`config.mk`:
```
export PLATFORM = sky130hd
export DESIGN_NAME = cfbk_counter
export DESIGN_NICKNAME = d
export VERILOG_FILES = /design/src/rtl/cfbk_pkg.sv /design/src/rtl/cfbk_decode.sv /design/src/rtl/cfbk_next.sv /design/src/rtl/cfbk_reg.sv /design/src/rtl/cfbk_counter.sv
export SDC_FILE = /design/constraint.sdc
export NUM_CORES = 1
export LEC_CHECK = 0
export BUFFER_PORTS_ARGS = -buffer_cell sky130_fd_sc_hd__buf_2
export CORE_AREA = 5 5 42 44
export DETAILED_ROUTE_END_ITERATION = 12
export DIE_AREA = 0 0 47 49
export GPL_ROUTABILITY_DRIVEN = 0
export PLACE_DENSITY = 0.46
export SYNTH_ARGS = -nofsm -noshare
export SYNTH_HDL_FRONTEND = slang
export SYNTH_HIERARCHICAL = 1
export SYNTH_SLANG_ARGS = --single-unit
```
`constraint.sdc`:
```
create_clock -name clk -period 1.6 [get_ports clk]
set_clock_uncertainty 0.05 [all_clocks]
set_input_delay 0.32 -clock clk [delete_from_list [all_inputs] [get_ports clk]]
set_output_delay 0.32 -clock clk [all_outputs]
set_load 0.05 [all_outputs]
```
`src/rtl/cfbk_pkg.sv`:
```
package cfbk_pkg;
  localparam int CNT_W = 4;

  typedef struct packed {
    logic clr;
    logic ld;
  } fb_t;
endpackage

```
`src/rtl/cfbk_decode.sv`:
```
module cfbk_decode
  import cfbk_pkg::*;
#(
  parameter int W       = CNT_W,
  parameter int CLR_OFF = 3,
  parameter int CLR_ON  = 1,
  parameter int LD_A    = 2,
  parameter int LD_B    = 1
) (
  input  logic [W-1:0] q,
  output fb_t          fb
);
  // clear when the "off" tap is low and the "on" tap is high
  always_comb begin
    fb.clr = ~q[CLR_OFF] & q[CLR_ON];
    fb.ld  = q[LD_A] & q[LD_B];
  end
endmodule

```
`src/rtl/cfbk_next.sv`:
```
module cfbk_next
  import cfbk_pkg::*;
#(
  parameter int           W          = CNT_W,
  parameter logic [W-1:0] LOAD_VALUE = 4'b1100
) (
  input  logic [W-1:0] q,
  input  fb_t          fb,
  input  logic         preset_en,
  input  logic [W-1:0] preset_val,
  output logic [W-1:0] d
);
  localparam logic [W-1:0] ONE  = {{(W-1){1'b0}}, 1'b1};
  localparam logic [W-1:0] ZERO = '0;

  always_comb begin
    if (preset_en)   d = preset_val;
    else if (fb.clr) d = ZERO;
    else if (fb.ld)  d = LOAD_VALUE;
    else             d = q + ONE;
  end
endmodule

```
`src/rtl/cfbk_reg.sv`:
```
module cfbk_reg #(
  parameter int           W           = 4,
  parameter logic [W-1:0] RESET_VALUE = '0
) (
  input  logic         clk,
  input  logic         rst_n,
  input  logic [W-1:0] d,
  output logic [W-1:0] q
);
  always_ff @(posedge clk or negedge rst_n) begin
    if (!rst_n) q <= RESET_VALUE;
    else        q <= d;
  end
endmodule

```
`src/rtl/cfbk_counter.sv`:
```
module cfbk_counter
  import cfbk_pkg::*;
#(
  parameter int           W          = CNT_W,
  parameter logic [W-1:0] LOAD_VALUE = 4'b1100
) (
  input  logic         clk,
  input  logic         rst_n,
  input  logic         preset_en,
  input  logic [W-1:0] preset_val,
  output logic [W-1:0] count
);
  fb_t         fb;
  logic [W-1:0] d;

  cfbk_decode #(.W(W)) u_dec (
    .q  (count),
    .fb (fb)
  );

  cfbk_next #(.W(W), .LOAD_VALUE(LOAD_VALUE)) u_nxt (
    .q          (count),
    .fb         (fb),
    .preset_en  (preset_en),
    .preset_val (preset_val),
    .d          (d)
  );

  cfbk_reg #(.W(W), .RESET_VALUE('0)) u_reg (
    .clk   (clk),
    .rst_n (rst_n),
    .d     (d),
    .q     (count)
  );
endmodule

```
==> impl_metrics.toml <==
[setup_path]
reg2reg_depth = 4
cp-start-kind = "flop"
r2r_end = "u_reg/q[2]$_DFF_PN0_"
r2r_slack_ps = 430
critical-path-max-stage-delay_ps = 420
crit_path_top_delay_cell = "dfrtp_1"
worstPathMaxFanout = 4
worstPathCellList = "buf_2"
cp_top_family = "flip-flops"
crit_buf_inv = 1
r2r-start = "u_reg/q[1]$_DFF_PN0_"
crit_arrival_ps = 950
critPathCaptureType = "output port"
worst-setup-path-type = "reg -> out"
required_ps = 1230

[clock_network]
cts_buffers = 3
htreeDepth = 1
post-cts-setup-buffer-count = 0
path_clk_slew_ps = 30
clock_path_buffers = 2
cts_root_buf = "clkbuf_4"
cts.sinks = 4
cts_tree = "built"
clock_latency_ps = 230

[logic_synthesis]
syn_area_um2 = 221
synth_common_cells = "dfrtp_1, nand2_1, nor2_1, o31ai_1"
async_reset_ff_share_pct = 100
synth-main-ff-cell = "dfrtp_1"
netlist_instances = 23
synth_area_leader_cell = "dfrtp_1"
synthTopCellsByArea = "dfrtp_1, nand2_1, o31ai_1"
synth_top_cell_area_share_pct = 45.2
yosysSeqAreaShare_pct = 45.2
synth_nets = 31
synth_edf_count = 0
synth_seq_cells = 4
yosysUniqueCellTypes = 14
synth.avg_cell_area_um2 = 9.63
ys_warn_count = 6

[placement]
port_buffers = 10
dp_hpwl_um = 430
dp_slack_ps = 427

[floorplanning]
ios = 11
die_area_um2 = 2300
rows = 14
die_h_um = 49
die_x_um = 47
coreArea_um2 = 1400
start_util_pct = 15.8

[timing]
rsz0062_at_grt = "false"
period_share_pct = 82.7
setup_violations = 0
tns_ps = 0
finalMaxSlewViolations = 0
fmax_mhz = 756
fin_crit_ps = 1320
relSlewSlack_pct = 83.4
setup_ws_ps = 277
tightest_slew_ps = 250
hold_violations = 0

[flow_run]
maxCapViolCount = 0

[cells_and_area]
reg_top3 = "u_reg/q (4)"
top_register = "u_reg/q"
fin_nets = 46
final.fill_count = 164
drive_above_1_share_pct = 41.7
area_growth_pct = 44.1
diodes = 0
largest_reg_flops = 4
fin_util_pct = 22.8

[route]
drc_errors = 0
firstDrtPassIters = 4
viasPerCell = 4.23
ant_nets = 0
wirelength_um = 503
vias = 220
first_iter_violations = 7
drt-wirelength-per-cell_um = 9.67

[global_routing]
grt_max_degree = 9
use_met1_pct = 6.65
antenna_found_initial = 0
use_met2_pct = 4.98
grt.total_usage_pct = 5.16
grt_first_pass_wirelength_um = 772
grt_pass1_vias = 194
grt-ovfl-total = 0
grt-busiest-layer = "met1"
grt_util_met3_pct = 4.43

[pwr]
irDropWorstVdd_mv = 0.584
p_leak_nw = 0.160
power_density_nw_per_um2 = 1320

[worst_hold_path]
hp-class = "in -> reg"
min_path_cells = 3
whs_endpoint = "u_reg/q[2]$_DFF_PN0_"
min-delay-start = "preset_val[2]"

[run_status]
status = "finished clean"
## what timing repair did
item,in CTS,in global routing
hold buffers,1,0
hold endpoints to repair,4,0
resized for setup,0,0
## routing by layer
layer	wire length, µm	up-vias
li1	-	107
met1	241	102
met2	191	11
met3	70	0
met4	0	0
met5	0	-
## cells by family (layout without fill, tap and decap cells)
family | after synthesis | count (layout) | synth area share (%)
flops | 4 | 4 | 45.2
fa+ha+maj | 1 | 1 | 5.65
xor+xnor | 1 | 1 | 3.96
buf+inv | 1 | 14 | 2.26
simple gates | 10 | 10 | 23.7
compound gates | 6 | 6 | 19.2
## power breakdown
part	internal [mW]	total (mW)	switching, mW
clock	0.0835	0.120	0.0365
sequential	0.119	0.145	0.0256
combinational	0.0522	0.156	0.103
## worst max-delay path by stage
stage,from,end,slack (ps),depth (start not counted)
after CTS,u_reg/q[1]$_DFF_PN0_,count[1],260,1
after global placement,u_reg/q[1]$_DFF_PN0_,u_reg/q[2]$_DFF_PN0_,440,4
after detailed placement,u_reg/q[1]$_DFF_PN0_,u_reg/q[2]$_DFF_PN0_,430,4
after global routing,u_reg/q[3]$_DFF_PN0_,count[3],230,1
after floorplan,u_reg/q[1]$_DFF_PN0_,u_reg/q[2]$_DFF_PN0_,200,4
final,u_reg/q[3]$_DFF_PN0_,count[3],280,1
## cell usage in the layout (no fill, tap or decap)
cell type / n
clkbuf_4: 3
and2_1: 1
a31o_2: 1
dfrtp_1: 4
nand2_1: 4
nor2b_4: 1
a21oi_1: 1
xor2_1: 1
o31ai_1: 2
buf_2: 10
nor2_1: 3
a22o_1: 1
nand4_1: 1
dlygate4sd3_1: 1
ha_1: 1
o21ai_0: 1
## final cells by class
| type | count | area (µm²) | area share (%) |
|---|---|---|---|
| Clock buffer | 3 | 22.5 | 7.06 |
| Multi-Input combinational cell | 18 | 116 | 36.5 |
| Sequential cell | 4 | 100 | 31.4 |
| Tap cell | 16 | 20.0 | 6.27 |
| Timing Repair Buffer | 11 | 60.1 | 18.8 |
## stage by stage
stage	instance area (µm²)	cells	hold WS (ps)	total power, mW
2_1_floorplan	221	23	-25.6	0.261
3_3_place_gp	287	48	83.6	0.305
3_5_place_dp	287	48	83.2	0.302
4_1_cts	319	52	238	0.430
5_1_grt	319	52	236	0.451
6_report	319	52	243	0.421
## tightest hold or removal path, stage by stage
cell	delay, ps
buf_2	70
nand2_1	40
o31ai_1	50
No activity file was read; power rests on OpenSTA's default activity.
